[src/rtl/pevt_pkg.sv]
package pevt_pkg;

    localparam int unsigned CODE_W = 4;

    typedef struct packed {
        logic on_rise;
        logic on_fall;
        logic on_low;
        logic on_high;
        logic to_dma;
        logic to_irq;
    } evt_mode_t;

    typedef struct packed {
        logic prev;
        logic flag;
    } cell_state_t;

    function automatic evt_mode_t decode_code(input logic [CODE_W-1:0] code);
        evt_mode_t m;
        m = '0;
        case (code)
            4'd1:  begin m.on_rise = 1'b1; m.to_dma = 1'b1; end
            4'd2:  begin m.on_fall = 1'b1; m.to_dma = 1'b1; end
            4'd3:  begin m.on_rise = 1'b1; m.on_fall = 1'b1; m.to_dma = 1'b1; end
            4'd5:  m.on_rise = 1'b1;
            4'd6:  m.on_fall = 1'b1;
            4'd7:  begin m.on_rise = 1'b1; m.on_fall = 1'b1; end
            4'd8:  begin m.on_low = 1'b1; m.to_irq = 1'b1; end
            4'd9:  begin m.on_rise = 1'b1; m.to_irq = 1'b1; end
            4'd10: begin m.on_fall = 1'b1; m.to_irq = 1'b1; end
            4'd11: begin m.on_rise = 1'b1; m.on_fall = 1'b1; m.to_irq = 1'b1; end
            4'd12: begin m.on_high = 1'b1; m.to_irq = 1'b1; end
            default: m = '0;
        endcase
        return m;
    endfunction

endpackage

[src/rtl/pevt_sync.sv]
module pevt_sync #(
    parameter int unsigned WIDTH  = 32,
    parameter int unsigned STAGES = 2
) (
    input  logic             clk,
    input  logic             rst_n,
    input  logic [WIDTH-1:0] async_i,
    output logic [WIDTH-1:0] sync_o
);
    logic [STAGES-1:0][WIDTH-1:0] chain_d, chain_q;

    always_comb begin
        chain_d[0] = async_i;
        for (int s = 1; s < STAGES; s++) begin
            chain_d[s] = chain_q[s-1];
        end
    end

    always_ff @(posedge clk or negedge rst_n) begin
        if (!rst_n) chain_q <= '0;
        else        chain_q <= chain_d;
    end

    assign sync_o = chain_q[STAGES-1];
endmodule

[src/rtl/pevt_cell.sv]
module pevt_cell
    import pevt_pkg::*;
(
    input  logic              clk,
    input  logic              rst_n,
    input  logic              level_i,
    input  logic [CODE_W-1:0] code_i,
    input  logic              sw_clr_i,
    input  logic              dma_done_i,
    output logic              flag_o,
    output logic              dma_req_o,
    output logic              irq_req_o
);
    evt_mode_t   mode;
    cell_state_t st_d, st_q;
    logic        rise, fall, hit, clr;

    always_comb begin
        mode = decode_code(code_i);
        rise = level_i & ~st_q.prev;
        fall = ~level_i & st_q.prev;
        hit  = (mode.on_rise & rise) | (mode.on_fall & fall) |
               (mode.on_low & ~level_i) | (mode.on_high & level_i);
        clr  = sw_clr_i | (dma_done_i & mode.to_dma);
        st_d.prev = level_i;
        if (hit)      st_d.flag = 1'b1;
        else if (clr) st_d.flag = 1'b0;
        else          st_d.flag = st_q.flag;
    end

    always_ff @(posedge clk or negedge rst_n) begin
        if (!rst_n) st_q <= '0;
        else        st_q <= st_d;
    end

    assign flag_o    = st_q.flag;
    assign dma_req_o = st_q.flag & mode.to_dma;
    assign irq_req_o = st_q.flag & mode.to_irq;

    // a code that selects no event keeps a clear flag clear
    assert_idle_code_quiet_R1: assert property (@(posedge clk) disable iff (!rst_n)
        (!flag_o && (code_i == 4'd0 || code_i == 4'd4 || code_i >= 4'd13)) |=> !flag_o);

    // a DMA request only comes from a recorded event
    assert_dma_needs_flag_R2: assert property (@(posedge clk) disable iff (!rst_n)
        dma_req_o |-> flag_o);

    // a persisting low level under code 8 holds the flag
    assert_level_low_holds_R5: assert property (@(posedge clk) disable iff (!rst_n)
        (code_i == 4'd8 && !level_i) |=> flag_o);

    // completion clears a DMA-mode flag when no new event arrives
    assert_dma_done_clears_R7: assert property (@(posedge clk) disable iff (!rst_n)
        (dma_done_i && mode.to_dma && !hit) |=> !flag_o);

    // a detection beats any clear in the same cycle
    assert_set_wins_R9: assert property (@(posedge clk) disable iff (!rst_n)
        (hit && clr) |=> flag_o);
endmodule

[src/rtl/pin_event_detector.sv]
module pin_event_detector
    import pevt_pkg::*;
#(
    parameter int unsigned NUM_PINS    = 32,
    parameter int unsigned SYNC_STAGES = 2
) (
    input  logic                       clk,
    input  logic                       rst_n,
    input  logic [NUM_PINS-1:0]        pin_i,
    input  logic [NUM_PINS*CODE_W-1:0] cfg_code_i,
    input  logic                       clr_we_i,
    input  logic [NUM_PINS-1:0]        clr_mask_i,
    input  logic [NUM_PINS-1:0]        dma_done_i,
    output logic [NUM_PINS-1:0]        flags_o,
    output logic [NUM_PINS-1:0]        dma_req_o,
    output logic                       irq_o
);
    logic [NUM_PINS-1:0] level;
    logic [NUM_PINS-1:0] irq_vec;
    logic [NUM_PINS-1:0] sw_clr;

    pevt_sync #(.WIDTH(NUM_PINS), .STAGES(SYNC_STAGES)) sync_i (
        .clk    (clk),
        .rst_n  (rst_n),
        .async_i(pin_i),
        .sync_o (level)
    );

    assign sw_clr = clr_we_i ? clr_mask_i : '0;

    for (genvar n = 0; n < NUM_PINS; n++) begin : g_cell
        pevt_cell cell_i (
            .clk       (clk),
            .rst_n     (rst_n),
            .level_i   (level[n]),
            .code_i    (cfg_code_i[n*CODE_W +: CODE_W]),
            .sw_clr_i  (sw_clr[n]),
            .dma_done_i(dma_done_i[n]),
            .flag_o    (flags_o[n]),
            .dma_req_o (dma_req_o[n]),
            .irq_req_o (irq_vec[n])
        );
    end

    assign irq_o = |irq_vec;

    // no interrupt without at least one recorded event
    assert_irq_needs_flag_R4: assert property (@(posedge clk) disable iff (!rst_n)
        irq_o |-> (flags_o != '0));

    // without the strobe the mask alone clears nothing
    assert_mask_ignored_R6: assert property (@(posedge clk) disable iff (!rst_n)
        (!clr_we_i && dma_done_i == '0) |=> ((flags_o & $past(flags_o)) == $past(flags_o)));
endmodule

[config.mk]
export PLATFORM = sky130hd
export DESIGN_NAME = pin_event_detector
export DESIGN_NICKNAME = d
export VERILOG_FILES = /design/src/rtl/pevt_pkg.sv /design/src/rtl/pevt_sync.sv /design/src/rtl/pevt_cell.sv /design/src/rtl/pin_event_detector.sv
export SDC_FILE = /design/constraint.sdc
export NUM_CORES = 1
export LEC_CHECK = 0
export BUFFER_PORTS_ARGS = -buffer_cell sky130_fd_sc_hd__buf_4
export CAP_MARGIN = 20
export CORE_MARGIN = 5
export CORE_UTILIZATION = 40
export CTS_BUF_LIST = sky130_fd_sc_hd__clkbuf_8
export DETAILED_ROUTE_END_ITERATION = 8
export PLACE_DENSITY = 0.71
export SLEW_MARGIN = 10
export SYNTH_ARGS = -nofsm -noshare
export SYNTH_HDL_FRONTEND = slang
export SYNTH_SLANG_ARGS = --single-unit
[constraint.sdc]
create_clock -name clk -period 2.5 [get_ports clk]
set_input_delay 0.25 -clock clk [delete_from_list [all_inputs] [get_ports clk]]
set_output_delay 0.25 -clock clk [all_outputs]
set_load 0.02 [all_outputs]
Yosys cells after proc, flatten, opt, wreduce, memory -nomap -nowiden:

Cells that the tools add are included.

* register bits after elaboration: 128
* input bits: 227
* output and inout bits: 65
* word-level logic and storage cells: 1316

* equal/unequal tests: 352
* multiplexer cells: 257
* bitwise gates (word level): 480
* reduce and logical (&&, ||, !) cells: 161

Operators by type and width (count)
* $eq A4 B4 Y1 const B: 160
* $eq A4 B3 Y1 const B: 96
* $reduce_or A6 Y1: 64
* $and A1 B1 Y1: 288
* $eq A4 B2 Y1 const B: 64
* $mux W1: 256
* $reduce_or A5 Y1: 32
* $eq A4 B1 Y1 const B: 32
* $or A1 B1 Y1: 128
* $reduce_or A3 Y1: 32
* $not A1 Y1: 64
* $reduce_bool A2 Y1: 32
* $mux W32: 1
* $reduce_or A32 Y1: 1

Depth between registers and ports, before layout:

* depth in word-level cells: 8
* gate-level depth with buffers: 5
* gate-level depth less buffers: 4

Cells and area by module:

From an unflattened synthesis, not the netlist that was laid out.

* cell total of the unflattened synthesis: 558
* area, all modules: 6732.7 um^2

By module, submodules not included
* pevt_cell: instances 32, cells each 14, area an instance 151.4 um^2, sequential area each 50.0 um^2
* pevt_sync: instances 1, cells each 64, area an instance 1601.5 um^2, sequential area each 1601.5 um^2
* pin_event_detector: instances 1, cells each 46, area an instance 286.5 um^2, sequential area each 0.0 um^2

Worst setup path before layout:

OpenSTA, ideal clock, no wires.

* kind: flip-flop to output port
* start point: register g_cell[14].cell_i.st_q (netlist bit g_cell[14].cell_i.flag_o)
* end point: output irq_o
* arrival: 1.836 ns
* required time: 2.250 ns
* setup slack: 0.414 ns
* stages on the path, launching flop included: 5
* path buffers: 0
* cells stage by stage: dfrtp_1 and2_1 a32o_1 or4_1 or4_1

* longest elaborated chain between the ends: 2

Ends and longest elaborated chain
* start: declaration: RTL line pevt_cell.sv:15 `cell_state_t st_d, st_q;`
* start signal: assignment: RTL line pevt_cell.sv:33 `else st_q <= st_d;`
* $and A1 B1 Y1: RTL line pevt_cell.sv:38 `assign irq_req_o = st_q.flag & mode.to_irq;`
* $reduce_or A32 Y1: RTL line pin_event_detector.sv:45 `assign irq_o = |irq_vec;`
* end: declaration: RTL line pin_event_detector.sv:16 `output logic irq_o`

No other way between the ends.

Worst setup path after layout:

Ends and elaborated chain as after synthesis.

==> impl_metrics.py <==
metrics = {
    "detailed_routing": {
        "num_vias": 5605,
        "routedWlPerCell_um": 15.7,
        "via_per_inst": 4.98,
        "first_iter_violations": 232,
        "wl_um": 17700,
        "firstDrtPassIters": 5,
        "drt.antenna.violating_nets": 0,
        "drc": 0,
    },
    "critical_path": {
        "max_stage_delay_ns": 0.54,
        "startpoint": "g_cell[14].cell_i.flag_o",
        "cp_cell_sequence": "and2_1 -> a32o_1 -> or4_4 -> or4_4 -> buf_6",
        "cp.buffers_inverters": 1,
        "r2r_slack_ns": 1.38,
        "r2r_start": "g_cell[18].cell_i.flag_o",
        "rr_endpoint": "g_cell[18].cell_i.flag_o",
        "crit_path_start_kind": "flip-flop",
        "crit_path_frequent_cell": "or4_4",
        "critPathCaptureType": "primary output",
        "r2r_cells": 5,
        "arrival_ns": 2.32,
        "slowest_stage": "or4_4",
        "worst-path-stages": 5,
        "crit_type": "flip-flop to primary output",
        "critPathTopFamily": "simple AND/OR/NAND/NOR gates",
        "path_max_fanout": 2,
        "worst_ep_required_time_ns": 2.25,
    },
    "placed_design": {
        "placed_area_um2": 8330,
        "place_congestion": 0.833,
        "dp.cells": 1058,
        "io_buffer_count": 291,
        "hpwl_um": 13700,
    },
    "power": {
        "ir_worst_vdd_uv": 303,
        "leakagePower_nw": 4.22,
        "p_per_area_nw_per_um2": 586,
        "total_power_mw": 5.32,
    },
    "timing": {
        "rsz0062_at_grt": "true",
        "fin_crit_sh_pct": 103,
        "setup_viol": 1,
        "clock_skew_ns": 0.0105,
        "max_slew_margin_pct": 66.3,
        "fin_setup_tns_ns": -0.0723,
        "finalHoldViolCount": 0,
        "setup_ws_ns": -0.0723,
        "tightestPinTransition_ns": 0.505,
        "max_freq_mhz": 389,
        "slew_viol_final": 0,
        "final.min_clock_period_ns": 2.57,
    },
    "clock_network": {
        "clk_path_buf_depth": 2,
        "cts_root_buffer": "clkbuf_8",
        "cts_sinks": 128,
        "cts_tree": "built",
        "numCtsBuffers": 17,
        "clock_latency_ns": 0.42,
        "htreeDepth": 4,
        "clkTransAtPathRegs_ns": 0.07,
    },
    "layout": {
        "fin_nets": 1126,
        "antenna-diode-count": 0,
        "fillers": 1411,
        "stdcell_count": 1126,
        "area_growth_pct": 43.3,
        "fin_util_pct": 57.8,
        "layout-drive-gt1-share_pct": 36.2,
        "post-route-cell-area_um2": 9090,
    },
    "die": {
        "fp.coreArea_um2": 15700,
        "initial_utilization_pct": 40.3,
        "io_pins": 292,
        "fp.dieW_um": 136,
        "std_cell_rows": 46,
        "die_area_um2": 18500,
        "dieHeight_um": 136,
    },
    "global_route": {
        "grt_max_degree": 58,
        "grt_overflow_total": 0,
        "grt_antenna_before_repair": 0,
        "grt_pass1_vias": 5722,
        "grt_pass1_wl_um": 27800,
        "grt_usage_pct": 19.0,
    },
    "hold_path": {
        "worstHoldEndpoint": "g_cell[30].cell_i.flag_o",
        "hp-start": "cfg_code_i[123]",
        "hp-class": "input port to flip-flop",
        "holdPathStages": 2,
    },
    "synthesis": {
        "yosys.area.top_type": "dfrtp_1",
        "ys_warn_count": 0,
        "ys_seq_elements": 128,
        "syn_nets": 843,
        "synth_area_um2": 6340,
        "synth_top_area_share_pct": 50.5,
        "syn_inst": 616,
        "seq_area_frac_synth_pct": 50.5,
        "ys_types": 19,
        "synth.area.top_cells": "dfrtp_1, buf_4, nand3b_1",
        "synth_area_per_cell_um2": 10.3,
    },
    "status": {
        "violations": "negative setup slack",
        "status": "finished, violations left",
    },
    "run": {
        "maxCapViolations": 0,
    },
}
-- final cells by class --
class	count	area, µm²	area share, %
clock buffer	20	275	3.03
clock inverter	10	96.3	1.06
multi-input combinational	421	2650	29.2
sequential	128	3200	35.3
tap	216	270	2.97
timing repair buffer	331	2590	28.5
-- repair_timing --
action	in CTS	in global routing
endpoints found under the setup margin	1	1
hold endpoints to repair	83	0
resized for setup	4	0
pin swaps	4	4
buffers inserted	4	1
hold buffers	33	0
-- power breakdown --
group / internal (mW) / switching [mW] / leakage (nW)
Sequential: 2.24 / 0.133 / 1.50
Combinational: 0.681 / 0.589 / 2.51
Clock: 0.935 / 0.745 / 0.208
Total: 3.86 / 1.47 / 4.22
-- worst max path at each step --
stage | to | slack, ns
finish | irq_o | -0.07
global route | irq_o | -0.16
CTS | irq_o | -0.18
detailed placement | irq_o | 0.19
global placement | irq_o | 0.20
floorplan | irq_o | 0.41
-- state kept, by name, summed over array words and instances, names as in the netlist --
signal / count
g_cell.cell_i.flag_o: 32
g_cell.cell_i.st_q: 32
sync_i.chain_d: 32
sync_i.sync_o: 32
-- layer usage --
layer	global-route usage, %	share of wire [%]
met4	5.82	1.2
met2	32.9	51
met1	22.5	40
met3	6.22	8.2
met5	0	0
-- through the flow --
step                setup WS, ns  hold slack (ns)
floorplan                  0.414          -0.0456
global placement           0.196            0.237
detailed placement         0.191            0.242
CTS                       -0.181           0.0588
global route              -0.160           0.0676
finish                   -0.0723            0.101
-- synth_stat cells (all sizes together) --
library cell / instances
clkbuf: 3
nor2: 32
o21ai: 32
nand2: 64
buf: 64
and2: 48
a311o: 32
a32oi: 12
nand3b: 64
a21oi: 32
nor3: 32
dfrtp: 128
or4: 2
a32o: 4
a22oi: 32
nand4: 3
xnor2: 32
-- layout by cell type (no fill, tap or decap) --
cell,Yosys,layout
buf_4,64,295
dfrtp_1,128,128
nand3b_1,64,64
nand2_1,64,64
and2_1,48,48
dlygate4sd3_1,0,33
nor2_1,32,32
nor3_1,32,32
xnor2_1,32,32
a22oi_1,32,32
a21oi_1,32,32
a311o_1,32,32
o21ai_0,27,27
clkbuf_8,0,20
a32oi_1,12,12
clkinv_2,0,5
o21ai_1,4,4
a32o_1,4,3
nand4_1,3,3
inv_1,0,3
or4_4,0,2
bufinv_16,0,2
buf_6,0,2
o21ai_2,1,1
a32o_2,0,1
buf_12,0,1
-- logic make-up (layout without fill, tap and decap cells) --
family,count (synthesis),after routing,share of synthesized area [%]
compound gates,144,144,16.2
buf+inv,67,361,7.76
flops,128,128,50.5
xor+xnor,32,32,4.42
simple gates,245,245,21.1
Power figures use the tool's default switching activity.
